## src/rtl/rfsh_pkg.sv

```systemverilog
package rfsh_pkg;
  localparam int unsigned ROW_W  = 8;
  localparam int unsigned ADDR_W = 16;
  localparam int unsigned SYNC_STAGES = 2;
endpackage

```

## src/rtl/rfsh_rst_sync.sv

```systemverilog
module rfsh_rst_sync #(
  parameter int unsigned STAGES = 2
) (
  input  logic clk,
  input  logic rst_n,
  output logic rst_n_sync
);
  logic [STAGES-1:0] sync_q;

  always_ff @(posedge clk or negedge rst_n) begin
    if (!rst_n) sync_q <= '0;
    else        sync_q <= {sync_q[STAGES-2:0], 1'b1};
  end

  assign rst_n_sync = sync_q[STAGES-1];
endmodule

```

## src/rtl/rfsh_row_counter.sv

```systemverilog
module rfsh_row_counter #(
  parameter int unsigned ROW_W = 8
) (
  input  logic             clk,
  input  logic             rst_n,
  input  logic             step,
  input  logic             load,
  input  logic [ROW_W-1:0] load_val,
  output logic [ROW_W-1:0] row
);
  logic [ROW_W-1:0] row_q;
  logic [ROW_W-1:0] row_nxt;
  logic             row_en;

  // Next-state: a load overrides the step.
  always_comb begin
    row_en  = load | step;
    row_nxt = row_q;
    if (load)      row_nxt = load_val;
    else if (step) row_nxt = row_q + ROW_W'(1);
  end

  always_ff @(posedge clk or negedge rst_n) begin
    if (!rst_n)      row_q <= '0;
    else if (row_en) row_q <= row_nxt;
  end

  assign row = row_q;
endmodule

```

## src/rtl/rfsh_slot.sv

```systemverilog
module rfsh_slot (
  input  logic clk,
  input  logic rst_n,
  input  logic fetch_done,
  output logic slot_active,
  output logic slot_close
);
  logic slot_q;
  logic slot_nxt;

  always_comb slot_nxt = fetch_done;

  always_ff @(posedge clk or negedge rst_n) begin
    if (!rst_n) slot_q <= 1'b0;
    else        slot_q <= slot_nxt;
  end

  assign slot_active = slot_q;
  // Each open slot lasts one cycle and closes at the next edge.
  assign slot_close  = slot_q;
endmodule

```

## src/rtl/rfsh_addr_drive.sv

```systemverilog
module rfsh_addr_drive #(
  parameter int unsigned ROW_W  = 8,
  parameter int unsigned ADDR_W = 16
) (
  input  logic              slot_active,
  input  logic [ROW_W-1:0]  row,
  output logic [ADDR_W-1:0] addr
);
  for (genvar b = 0; b < ADDR_W; b++) begin : g_bit
    if (b < ROW_W) begin : g_row
      assign addr[b] = slot_active & row[b];
    end else begin : g_zero
      assign addr[b] = 1'b0;
    end
  end
endmodule

```

## src/rtl/refresh_addr_gen.sv

```systemverilog
module refresh_addr_gen
  import rfsh_pkg::*;
#(
  parameter int unsigned RW = ROW_W,
  parameter int unsigned AW = ADDR_W
) (
  input  logic          clk,
  input  logic          rst_n,
  input  logic          fetch_done,
  input  logic          row_wr_en,
  input  logic [RW-1:0] row_wr_data,
  output logic [AW-1:0] rfsh_addr,
  output logic          rfsh_strobe,
  output logic [RW-1:0] row_rd_data
);
  logic          rst_n_int;
  logic          slot_active;
  logic          slot_close;
  logic [RW-1:0] row;

  rfsh_rst_sync #(.STAGES(SYNC_STAGES)) u_rst (
    .clk        (clk),
    .rst_n      (rst_n),
    .rst_n_sync (rst_n_int)
  );

  rfsh_slot u_slot (
    .clk         (clk),
    .rst_n       (rst_n_int),
    .fetch_done  (fetch_done),
    .slot_active (slot_active),
    .slot_close  (slot_close)
  );

  rfsh_row_counter #(.ROW_W(RW)) u_row (
    .clk      (clk),
    .rst_n    (rst_n_int),
    .step     (slot_close),
    .load     (row_wr_en),
    .load_val (row_wr_data),
    .row      (row)
  );

  rfsh_addr_drive #(.ROW_W(RW), .ADDR_W(AW)) u_addr (
    .slot_active (slot_active),
    .row         (row),
    .addr        (rfsh_addr)
  );

  assign rfsh_strobe = slot_active;
  assign row_rd_data = row;
endmodule

```

## config.mk

```make
export PLATFORM = sky130hd
export DESIGN_NAME = refresh_addr_gen
export DESIGN_NICKNAME = d
export VERILOG_FILES = /design/src/rtl/rfsh_pkg.sv /design/src/rtl/rfsh_rst_sync.sv /design/src/rtl/rfsh_row_counter.sv /design/src/rtl/rfsh_slot.sv /design/src/rtl/rfsh_addr_drive.sv /design/src/rtl/refresh_addr_gen.sv
export SDC_FILE = /design/constraint.sdc
export NUM_CORES = 1
export LEC_CHECK = 0
export ABC_CLOCK_PERIOD_IN_PS = 1080
export BUFFER_PORTS_ARGS = -buffer_cell sky130_fd_sc_hd__buf_2
export CAP_MARGIN = 40
export CORE_MARGIN = 10
export CORE_UTILIZATION = 40
export DETAILED_ROUTE_END_ITERATION = 10
export HOLD_SLACK_MARGIN = 0.02
export PLACE_DENSITY = 0.81
export SLEW_MARGIN = 20
export SYNTH_ARGS = -nofsm -noshare
export SYNTH_HDL_FRONTEND = slang
export SYNTH_SLANG_ARGS = --single-unit
```

## constraint.sdc

```tcl
create_clock -name clk -period 1.08 [get_ports clk]
set_clock_uncertainty 0.1 [all_clocks]
set_input_delay 0.162 -clock clk [delete_from_list [all_inputs] [get_ports clk]]
set_output_delay 0.162 -clock clk [all_outputs]
set_load 0.005 [all_outputs]
```

### After elaboration in Yosys (flattened, before gate mapping)

Cells that the tools add are included.

* word-level logic and storage cells: 17
* bits in registers: 11

* add/sub/neg operators: 1
* bitwise gates (word level): 9
* multiplexer cells: 2
* reductions and logical operators: 2

Operators by type and width (count)
* 8-bit two-way mux: 2
* 8-bit by 1-bit adder with 8-bit output (second input constant): 1
* 1-bit bitwise AND: 8
* 2-bit AND reduction: 1
* 2-bit nonzero test: 1
* 1-bit OR: 1

### Depth between registers and ports, before layout

Gate-level depths: netlist of run 1.

* depth after elaboration: 3
* mapped depth: 4
* mapped depth without buffers: 4

### Modules after synthesis

Synthesis of run 1 repeated with hierarchy kept, for this count alone.

* cells, all modules: 71
* area, all modules: 650.6 um^2

Modules (own cells, without submodules)
* rfsh_row_counter: times used 1, area each 450.4 um^2, cells an instance 49, sequential area each 200.2 um^2
* rfsh_addr_drive: times used 1, area each 113.9 um^2, cells an instance 17, sequential area each 0.0 um^2
* rfsh_rst_sync: times used 1, area each 53.8 um^2, cells an instance 3, sequential area each 50.0 um^2
* rfsh_slot: times used 1, area each 32.5 um^2, cells an instance 2, sequential area each 25.0 um^2

### Least setup slack after synthesis of run 1

Ideal clock, no wire load.

* path kind: register -> register
* from: register u_row.row_q[0] (netlist: u_row.row[0])
* to: register u_row.row_q[6] (netlist: u_row.row[6])
* library setup time: 0.069 ns
* data arrival time: 1.286 ns
* slack: -0.375 ns
* clock period less this slack: 1.455 ns
* data required time: 0.911 ns
* cell stages (with the launch flop): 5
* path through: dfrtp_1 ha_1 nand4_1 or4_1 nand3_1

* word-level cells in the longest chain between the ends: 3

Ends and longest elaborated chain
* start, declared: line rfsh_row_counter.sv:11 `logic [ROW_W-1:0] row_q;`
* start signal, assigned: line rfsh_row_counter.sv:25 `else if (row_en) row_q <= row_nxt;`
* 8-bit by 1-bit adder with 8-bit output: line rfsh_row_counter.sv:20 `else if (step) row_nxt = row_q + ROW_W'(1);`
* 8-bit two-way mux: line rfsh_row_counter.sv:20
* 8-bit two-way mux: line rfsh_row_counter.sv:19 `if (load) row_nxt = load_val;`

No other way between the ends. The select of a mux whose other input is x is not followed.
A chain may end at the register's enable or synchronous reset.

### Final worst setup path of run 1

* from: register u_row.row_q[0] (netlist: u_row.row[0])
* to: output port rfsh_addr[0]

* word-level cells in the longest chain between the ends: 1

Ends and longest elaborated chain
* 1-bit bitwise AND: line rfsh_addr_drive.sv:11 `assign addr[b] = slot_active & row[b];`
* end, declared: line refresh_addr_gen.sv:12 `output logic [AW-1:0] rfsh_addr,`

No other way between the ends.

==> flow_metrics.py, run 1 <==
metrics = {
    "power_and_ir_drop": {
        "power_uw": 1347,
        "pwr_density_cell_nw_per_um2": 1051,
        "p_leak_uw": 0.0006429,
        "ir_drop_uv": 914.2,
    },
    "worst_setup_path": {
        "crit_arrival_ps": 1170,
        "path_max_fanout": 3,
        "crit_type": "flop to output port",
        "path_cells": "buf_6 > buf_6 > and2_4 > buf_6",
        "r2r_start": "u_row.row[1]",
        "crit_buf_inv": 3,
        "r2r_setup_slack_ps": -350,
        "cp-start-kind": "flop",
        "max_stage_delay_ps": 410,
        "reg2regPathDepth": 5,
        "slowest_stage": "dfrtp_1",
        "worst_r2r_endpoint": "u_row.row[6]",
        "cp_common_cell": "buf_6",
        "cp.required_ps": 820,
        "end_kind": "output port",
        "cp_top_family": "flip-flops",
    },
    "floorplan": {
        "die_w_microns": 59.11,
        "ios": 37,
        "rows": 14,
        "dieArea_sq_um": 3494,
        "core_sq_um": 1471,
        "fp.dieH_microns": 59.11,
        "start_util_pct": 41.58,
    },
    "layout": {
        "fin_area_sq_um": 1282,
        "area_growth_pct": 109.6,
        "antenna_cells": 0,
        "drive_above_1_share_pct": 56.39,
        "n_fill_cell": 67,
        "instances_no_fill": 149,
        "fin_nets": 147,
    },
    "clock_network": {
        "clkTransAtPathRegs_ps": 70,
        "ctsRootBufferMaster": "clkbuf_4",
        "cts_buffer_depth": 2,
        "tritoncts": "done",
        "cts_sinks": 11,
        "worstSkewPairLatency_ps": 280,
        "htreeDepth": 1,
        "numCtsBuffers": 3,
    },
    "global_route": {
        "busiest_layer": "met2",
        "first_global_vias": 807,
        "gr-usage-all-layers_pct": 13.00,
        "grtUsageMet3_pct": 5.365,
        "grt_start_max_net_pins": 11,
        "grtUsageMet2_pct": 22.37,
        "grt_first_pass_wirelength_microns": 3588,
        "antenna_found_initial": 0,
        "use_met1_pct": 12.62,
        "overflow": 0,
    },
    "synth": {
        "synth_area_leaders": "dfrtp_1, buf_4, and2_1, nand2_1, xor2_1",
        "syn-mean-instance-area_sq_um": 9.270,
        "synth_area_sq_um": 611.8,
        "yosys.area.top_type": "dfrtp_1",
        "yosysTopAreaCellShare_pct": 44.99,
        "synth-seq-area-share_pct": 44.99,
        "yosys_warnings": 0,
        "synthCells": 66,
        "ys_types": 20,
        "ys_ff_latch": 11,
    },
    "route": {
        "drt_iter0_drc": 18,
        "wire_per_inst_microns": 16.21,
        "drtPass1Iterations": 4,
        "detail-route-antenna-nets": 0,
        "viasPerCell": 4.839,
        "routed_wirelength_microns": 2415,
        "drc": 0,
        "num_vias": 721,
    },
    "job": {
        "cap_violations": 0,
    },
    "sta": {
        "fin_ws_ps": -353.8,
        "setup_viol": 25,
        "min_period_ps": 1434,
        "min_period_over_period_pct": 132.8,
        "slew_violations": 0,
        "rsz0062_at_grt": "yes",
        "final.setup.tns_ps": -5828,
        "finalHoldViolations": 0,
        "fmax_mhz": 697.5,
    },
    "placement": {
        "place_inst": 125,
        "place_area_sq_um": 865.8,
        "portBuffers": 28,
        "place_congestion": 0.7796,
        "dpl.hpwl_microns": 1483,
    },
    "worst_hold_path": {
        "hold_path.class": "input pin to flop",
        "hold_depth": 3,
        "min_to": "u_row.row[1]",
        "min_from": "row_wr_data[1]",
    },
    "run_status": {
        "outcome": "complete, but fails checks",
        "violations": "setup timing",
    },
}
## flip-flops by register name, indices dropped and copies added, names as in the netlist
| signal | flops |
|---|---|
| u_row.row | 8 |
| u_rst.sync_q | 2 |
| u_slot.slot_active | 1 |
## metal layers
metal  vias up  routed length [microns]
li1        342                        -
met1       344                      935
met2        30                     1239
met3         5                      196
met4         0                       44
met5         -                        0
## Yosys cell counts, drive strengths merged
master   n
dfrtp   11
xnor2    1
xor2     3
conb     2
ha       1
nor2     1
nand4    2
o31ai    1
and2     8
nand3    2
o211ai   2
clkbuf   2
buf      8
mux2i    1
a31oi    1
nand2   11
o21ai    5
inv      1
or4      3
## report_power, final
group	internal, uW	switching, uW
sequential	451	48.0
combinational	359	201
clock	143	145
## worst register-to-register path: stages (launching register included)
cell	delay [ps]
dfrtp_1	400
ha_2	200
nand4_1	120
buf_4	180
o211ai_1	190
nand3_1	110
## cell usage in the layout, fill, tap and decap left out, types with 2 or more instances in the layout
master and instances:
buf_6 32, buf_2 13, buf_4 12, nand2_1 10, dfrtp_1 10, conb_1 9, dlygate4sd3_1 8, and2_4 7
o21ai_1 5, xor2_1 3, clkbuf_4 3, o211ai_1 2, or4_1 2
## how the worst max path moves through the flow
stage / slack [ps] / from / to / depth (start not counted)
2_1_floorplan: -370 / u_row.row[0] / u_row.row[6] / 4
3_3_place_gp: -260 / u_row.row[1] / u_row.row[6] / 4
3_5_place_dp: -340 / u_row.row[1] / u_row.row[6] / 4
4_1_cts: -340 / u_row.row[0] / rfsh_addr[0] / 4
5_1_grt: -420 / u_row.row[1] / u_row.row[6] / 5
6_report: -350 / u_row.row[0] / rfsh_addr[0] / 4
## area by class of cell
class / instances / area, sq um / area share, %
repair buffers: 66 / 615.6 / 48.00
clock buffers: 4 / 26.28 / 2.049
multi-input cells: 51 / 340.3 / 26.54
well taps: 16 / 20.02 / 1.561
inverters: 1 / 3.754 / 0.2927
flip-flops and latches: 11 / 276.5 / 21.56
## logic make-up (layout without fill, tap and decap cells)
group,Yosys count,after routing,synth area share (%)
simple gates,27,27,23.93
flops,11,11,44.99
buf+inv,11,71,11.66
compound gates,9,9,8.793
xor+xnor,4,4,5.727
other cells,2,9,1.227
fa+ha+maj,1,1,2.045
mux,1,1,1.636
## per-stage QoR
| step | setup WS (ps) | util [%] | hold WS, ps |
|---|---|---|---|
| finish | -353.8 | 87.16 | 35.91 |
| global route | -422.7 | 87.16 | 73.26 |
| CTS | -342.8 | 80.36 | 33.59 |
| detailed placement | -343.9 | 58.84 | -149.1 |
| global placement | -256.7 | 58.84 | -153.2 |
| floorplan | -374.1 | - | -233.6 |
## what timing repair did
action                                  4_1_cts  5_1_grt
endpoints found under the setup margin       25       25
hold endpoints to repair                      9        0
gates resized for setup                      35       16
setup buffers                                 8        4
pin swaps                                    17        6
hold buffers                                  8        0
No activity file was read; power rests on OpenSTA's default activity.
==> run 2: changes to the inputs <==
CORE_UTILIZATION = 41   (was 40)
PLACE_DENSITY = 0.83   (was 0.81)
==> flow_metrics.py, run 2 (synthesis results as in run 1) <==
metrics = {
    "run_status": {
        "outcome": "complete, but fails checks",
        "violations": "setup timing",
    },
    "floorplan": {
        "dieArea_sq_um": 3437,
        "rows": 13,
        "core_sq_um": 1350,
        "die_w_microns": 58.63,
        "start_util_pct": 45.32,
        "ios": 37,
        "fp.dieH_microns": 58.63,
    },
    "route": {
        "num_vias": 765,
        "detail-route-antenna-nets": 0,
        "drtPass1Iterations": 4,
        "drt_iter0_drc": 15,
        "routed_wirelength_microns": 2997,
        "wire_per_inst_microns": 20.81,
        "viasPerCell": 5.313,
        "drc": 0,
    },
    "worst_hold_path": {
        "hold_depth": 3,
        "min_from": "row_wr_data[6]",
        "min_to": "u_row.row[6]",
        "hold_path.class": "input pin to flop",
    },
    "worst_setup_path": {
        "cp.required_ps": 1160,
        "end_kind": "flop",
        "worst_r2r_endpoint": "u_row.row[6]",
        "r2r_start": "u_row.row[1]",
        "cp-start-kind": "flop",
        "crit_type": "flop to flop",
        "r2r_setup_slack_ps": -360,
        "reg2regPathDepth": 5,
        "path_max_fanout": 3,
        "crit_arrival_ps": 1520,
    },
    "sta": {
        "fin_ws_ps": -357.0,
        "min_period_over_period_pct": 133.1,
        "fmax_mhz": 695.9,
        "finalHoldViolations": 0,
        "slew_violations": 0,
        "setup_viol": 25,
        "min_period_ps": 1437,
        "rsz0062_at_grt": "yes",
        "hold_slack_ps": 8.903,
        "final.setup.tns_ps": -5935,
    },
    "layout": {
        "antenna_cells": 0,
        "final_cell_mix": "buf_6, buf_4, buf_2, nand2_1, conb_1",
        "largest_register_ff_count": 8,
        "area_growth_pct": 102.9,
        "drive_above_1_share_pct": 62.02,
        "final_common_cell": "buf_6",
        "fin_nets": 143,
        "n_fill_cell": 60,
    },
    "clock_network": {
        "clkTransAtPathRegs_ps": 90,
        "tritoncts": "done",
        "worstSkewPairLatency_ps": 290,
        "cts_sinks": 11,
        "htreeDepth": 1,
        "cts_buffer_depth": 2,
        "numCtsBuffers": 3,
        "ctsRootBufferMaster": "clkbuf_4",
    },
    "placement": {
        "dpl.hpwl_microns": 1518,
        "portBuffers": 28,
        "place_congestion": 0.7564,
    },
    "global_route": {
        "antenna_found_initial": 0,
        "first_global_vias": 737,
        "grt_start_max_net_pins": 10,
        "overflow": 0,
        "gr-usage-all-layers_pct": 13.30,
        "grt_first_pass_wirelength_microns": 3601,
    },
    "power_and_ir_drop": {
        "p_sw_share_pct": 32.24,
        "p_int_uw": 939.0,
        "pwr-share-comb_pct": 40.8,
        "pwr-share-seq_pct": 36.3,
        "p_leak_uw": 0.0006323,
        "pwr_density_cell_nw_per_um2": 1116,
        "power_switching_uw": 446.7,
        "clock_power_share_pct": 22.9,
        "ir_drop_uv": 1094,
    },
    "job": {
        "cap_violations": 0,
    },
}
## run 2: changes by cell type in the layout (fill, tap and decap cells not counted), moves of 2 or more
cell	before	now
dlygate4sd3_1	8	5
buf_4	12	16
dfrtp_2	1	3
dfrtp_1	10	8
buf_6	32	29
## run 2: worst max-delay path: stages, from the launching register on
cell and delay (ps):
dfrtp_1 390, ha_2 210, nand4_1 150, buf_4 200
o211ai_1 200, nand3_2 90
## run 2: metrics by stage
| stage | setup slack (ps) | cells | util [%] | power (uW) | area (sq um) |
|---|---|---|---|---|---|
| 6_report | -357.0 | 144 | 91.94 | 1386 | 1241 |
| 5_1_grt | -431.6 | 144 | 91.94 | 1449 | 1241 |
| 4_1_cts | -288.4 | 140 | 82.76 | 1225 | 1117 |
| 3_5_place_dp | -342.3 | 124 | 64.04 | 800.6 | 864.6 |
| 3_3_place_gp | -253.4 | 124 | 64.04 | 788.2 | 864.6 |
| 2_1_floorplan | -374.1 | 73 | - | 626.3 | 639.4 |
## run 2: worst max path at each step
stage	start	endpoint
after CTS	u_slot.slot_active	rfsh_addr[5]
after global placement	u_row.row[1]	u_row.row[6]
after global routing	u_row.row[1]	u_row.row[6]
after floorplan	u_row.row[0]	u_row.row[6]
after detailed placement	u_row.row[1]	u_row.row[6]
final	u_row.row[1]	u_row.row[6]
## run 2: area by class of cell
cell class / instances / area [sq um] / area share [%]
Multi-Input combinational cell: 51 / 355.3 / 28.63
Timing Repair Buffer: 62 / 556.8 / 44.86
Clock buffer: 3 / 22.52 / 1.815
Clock inverter: 1 / 5.005 / 0.4032
Inverter: 1 / 3.754 / 0.3024
Sequential cell: 11 / 279.0 / 22.48
Tap cell: 15 / 18.77 / 1.512
## run 2: repair_timing
action / 4_1_cts / 5_1_grt
setup buffers: 7 / 5
hold buffers: 5 / 0
pin swaps: 13 / 6
endpoints found under the hold margin: 6 / 0
gates resized for setup: 29 / 24
setup endpoints to repair: 25 / 25
## run 2: power by group through the flow
stage	registers, uW	logic (uW)	clock network [uW]
after global routing	508	605	336
after floorplan	507	119	0
after global placement	493	295	0
after CTS	494	447	285
final	503	566	317
after detailed placement	497	303	0
## run 2: metal layers
metal	part of all wire [%]	wire (microns)	global-route usage [%]	vias up
li1	-	-	-	332
met1	34	1031	13.26	366
met2	51	1520	23.52	50
met3	10	301	6.867	17
met4	4.8	144	3.934	0
met5	0	0	0	-
==> run 3: changes to the inputs <==
CORE_UTILIZATION = 43   (was 41)
CTS_BUF_LIST = sky130_fd_sc_hd__clkbuf_8   (was default)
PLACE_DENSITY = 0.86   (was 0.83)
==> flow_metrics.py, run 3 <==
metrics = {
    "run_status": {
        "outcome": "stopped before the end",
        "failed_stage": "global routing",
        "first-error": "[ERROR DPL-0033] detailed placement checks failed during check placement.",
    },
    "floorplan": {
        "start_util_pct": 46.44,
        "ios": 37,
        "rows": 13,
        "die_w_microns": 57.72,
        "fp.dieH_microns": 57.72,
    },
    "synth": {
        "synth-seq-area-share_pct": 44.99,
        "ys.flop_type": "dfrtp_1",
        "synth_area_sq_um": 611.8,
        "synth_edf_count": 0,
        "syn-mean-instance-area_sq_um": 9.270,
        "synthCells": 66,
        "synth_area_leaders": "dfrtp_1, buf_4, and2_1, nand2_1, xor2_1",
        "yosys_warnings": 0,
        "synthAdderAreaFrac_pct": 2.045,
        "synth_common_cells": "dfrtp_1, nand2_1, and2_1, buf_4, o21ai_0",
        "synth_simple_gate_area_share_pct": 23.93,
        "synthMuxAreaShare_pct": 1.636,
        "yosys.area.top_type": "dfrtp_1",
        "synthXorXnorAreaFrac_pct": 5.726,
        "yosysTopAreaCellShare_pct": 44.99,
        "synth_compound_area_share_pct": 8.793,
        "synthArstFlopShare_pct": 100.0,
        "synth_top_family_by_area": "simple AND/OR/NAND/NOR gates",
        "ys_types": 20,
        "ys_ff_latch": 11,
    },
    "clock_network": {
        "numCtsBuffers": 3,
        "htreeDepth": 1,
        "cts_buffer_depth": 2,
        "ctsRootBufferMaster": "clkbuf_8",
        "cts_sinks": 11,
    },
    "placement": {
        "place_inst": 124,
        "place_area_sq_um": 864.6,
        "dpl.hpwl_microns": 1451,
        "portBuffers": 28,
        "place_congestion": 0.8136,
    },
    "sta": {
        "endpoint_type": "primary output",
        "worst_endpoint": "rfsh_addr[1]",
    },
    "global_route": {
        "grt_start_max_net_pins": 10,
        "antenna_found_initial": 1,
    },
}
## run 3: per-stage QoR
stage          setup TNS [ps]  hold WS [ps]  setup WS (ps)  utilization, %
2_1_floorplan          -986.5        -233.6         -374.1               -
3_3_place_gp            -1198        -153.3         -250.6           65.62
3_5_place_dp            -1741        -152.0         -330.1           65.62
4_1_cts                 -4320         37.27         -294.7           87.75
## run 3: kinds of logic after synthesis
family,after synthesis
multiplexers,1
AND/OR/NAND/NOR,27
AO/OA/AOI/OAI,9
XOR/XNOR,4
adder cells (fa/ha/maj),1
flip-flops,11
buffers and inverters,11
other,2
## run 3: repair_timing
action                                 CTS
setup endpoints to repair               25
pin swaps                               14
setup buffers                           11
cloned                                   1
resized for setup                       35
endpoints found under the hold margin    3
hold buffers                             2
==> run 4: changes to the inputs <==
CORE_AREA = 10 10 71 73   (was default)
CORE_MARGIN = default   (was 10)
CORE_UTILIZATION = default   (was 43)
CTS_BUF_LIST = default   (was sky130_fd_sc_hd__clkbuf_8)
DIE_AREA = 0 0 81 83   (was default)
HOLD_SLACK_MARGIN = default   (was 0.02)
PLACE_DENSITY = default   (was 0.86)
PLACE_DENSITY_LB_ADDON = 0.15   (was default)
==> flow_metrics.py, run 4 (synthesis results as in run 1) <==
metrics = {
    "floorplan": {
        "start_util_pct": 16.84,
        "core_sq_um": 3633,
        "die_w_microns": 81,
        "rows": 22,
        "dieArea_sq_um": 6723,
        "ios": 37,
        "fp.dieH_microns": 83,
    },
    "route": {
        "routed_wirelength_microns": 2145,
        "viasPerCell": 3.743,
        "drc": 0,
        "drt_iter0_drc": 3,
        "num_vias": 655,
        "drtPass1Iterations": 3,
        "detail-route-antenna-nets": 0,
        "wire_per_inst_microns": 12.26,
    },
    "worst_setup_path": {
        "cp_num_cells": 4,
        "end_kind": "output port",
        "cp-startpoint": "u_row.row[0]",
        "slowest_stage": "dfrtp_1",
        "crit_buf_inv": 3,
        "crit_type": "flop to output port",
        "crit_arrival_ps": 1120,
        "cp_top_family": "flip-flops",
        "cp-start-kind": "flop",
        "max_stage_delay_ps": 400,
        "path_cells": "buf_6 > buf_6 > and2_4 > buf_6",
        "cp.required_ps": 820,
        "path_max_fanout": 3,
        "cp_common_cell": "buf_6",
        "r2r_start": "u_row.row[1]",
        "reg2regPathDepth": 4,
    },
    "clock_network": {
        "htreeDepth": 1,
        "cts_buffer_depth": 2,
        "clkTransAtPathRegs_ps": 50,
        "numCtsBuffers": 3,
        "ctsRootBufferMaster": "clkbuf_8",
        "tritoncts": "done",
        "worstSkewPairLatency_ps": 230,
        "cts_sinks": 11,
    },
    "global_route": {
        "overflow": 0,
        "antenna_found_initial": 0,
        "grt_start_max_net_pins": 11,
        "gr-usage-all-layers_pct": 6.035,
        "grt_first_pass_wirelength_microns": 3270,
        "first_global_vias": 693,
    },
    "layout": {
        "n_fill_cell": 400,
        "multi_input_area_sq_um": 345.3,
        "area_growth_pct": 108.0,
        "final_cell_mix": "buf_6, buf_4, buf_2, nand2_1, dfrtp_1",
        "drive_above_1_share_pct": 59.06,
        "antenna_cells": 0,
        "fin_nets": 141,
        "largest_register_ff_count": 8,
        "final_common_cell": "buf_6",
        "instances_no_fill": 175,
        "seqCellArea_sq_um": 276.5,
    },
    "placement": {
        "place_inst": 158,
        "dpl.hpwl_microns": 1668,
        "portBuffers": 28,
        "place_congestion": 0.7392,
    },
    "run_status": {
        "violations": "setup timing",
        "outcome": "complete, but fails checks",
    },
    "power_and_ir_drop": {
        "pwr-share-seq_pct": 34.7,
        "p_leak_uw": 0.0006235,
        "p_int_uw": 1055,
        "ir_drop_uv": 562.7,
        "pwr_density_cell_nw_per_um2": 1131,
        "power_uw": 1439,
        "power_switching_uw": 383.8,
        "pwr-share-comb_pct": 36.6,
        "clock_power_share_pct": 28.7,
        "p_sw_share_pct": 26.67,
    },
    "sta": {
        "slew_violations": 0,
        "setup_viol": 25,
        "rsz0062_at_grt": "yes",
        "fmax_mhz": 723.9,
        "finalHoldViolations": 0,
        "min_period_ps": 1381,
        "hold_slack_ps": 43.06,
        "min_period_over_period_pct": 127.9,
        "final.setup.tns_ps": -4400,
        "fin_ws_ps": -301.3,
    },
    "worst_hold_path": {
        "hold_path.class": "input pin to flop",
        "hold_depth": 3,
        "min_from": "row_wr_data[2]",
    },
    "job": {
        "cap_violations": 0,
    },
}
run 4: path summary, 6_finish.rpt:
check / to / slack (ps)
max: rfsh_addr[0] / -300
min: u_row.row[2] / 40
max reg2reg: u_row.row[7] / -280
min reg2reg: u_row.row[3] / 60
max in group asynchronous: u_slot.slot_active / 530
min in group asynchronous: u_row.row[3] / 60
run 4: power groups by stage:
stage | combinational [uW] | sequential [uW] | clock, uW
floorplan | 119 | 507 | 0
detailed placement | 316 | 497 | 0
global placement | 316 | 497 | 0
CTS | 473 | 499 | 429
finish | 527 | 499 | 413
global route | 578 | 506 | 455
run 4: cell type report:
type                       instances  area share (%)
sequential                        11           21.73
multi-input combinational         51           27.14
clock buffer                       4           3.540
inverter                           1          0.2950
timing repair buffer              60           42.58
tap                               48           4.720
run 4: metrics by stage:
step	utilization (%)	instance area, sq um	setup WS (ps)
2_1_floorplan	-	639.4	-374.1
3_3_place_gp	25.14	913.4	-283.0
3_5_place_dp	25.14	913.4	-307.0
6_report	35.02	1272	-301.3
5_1_grt	35.02	1272	-356.3
4_1_cts	32.68	1187	-296.7
run 4: metal layers:
layer,global-route usage [%],share of wire [%]
met3,2.478,9.2
met1,7.063,42
met4,2.347,0.56
met5,0,0
met2,9.438,48
run 4: worst min-delay path: stages:
cell	delay, ps
buf_2	70
nand2_1	40
o21ai_1	60
run 4: timing repair:
item,CTS,global route
hold buffers,2,0
hold endpoints to repair,3,0
pin swaps,13,5
endpoints found under the setup margin,25,25
buffers inserted,7,4
resized for setup,39,11
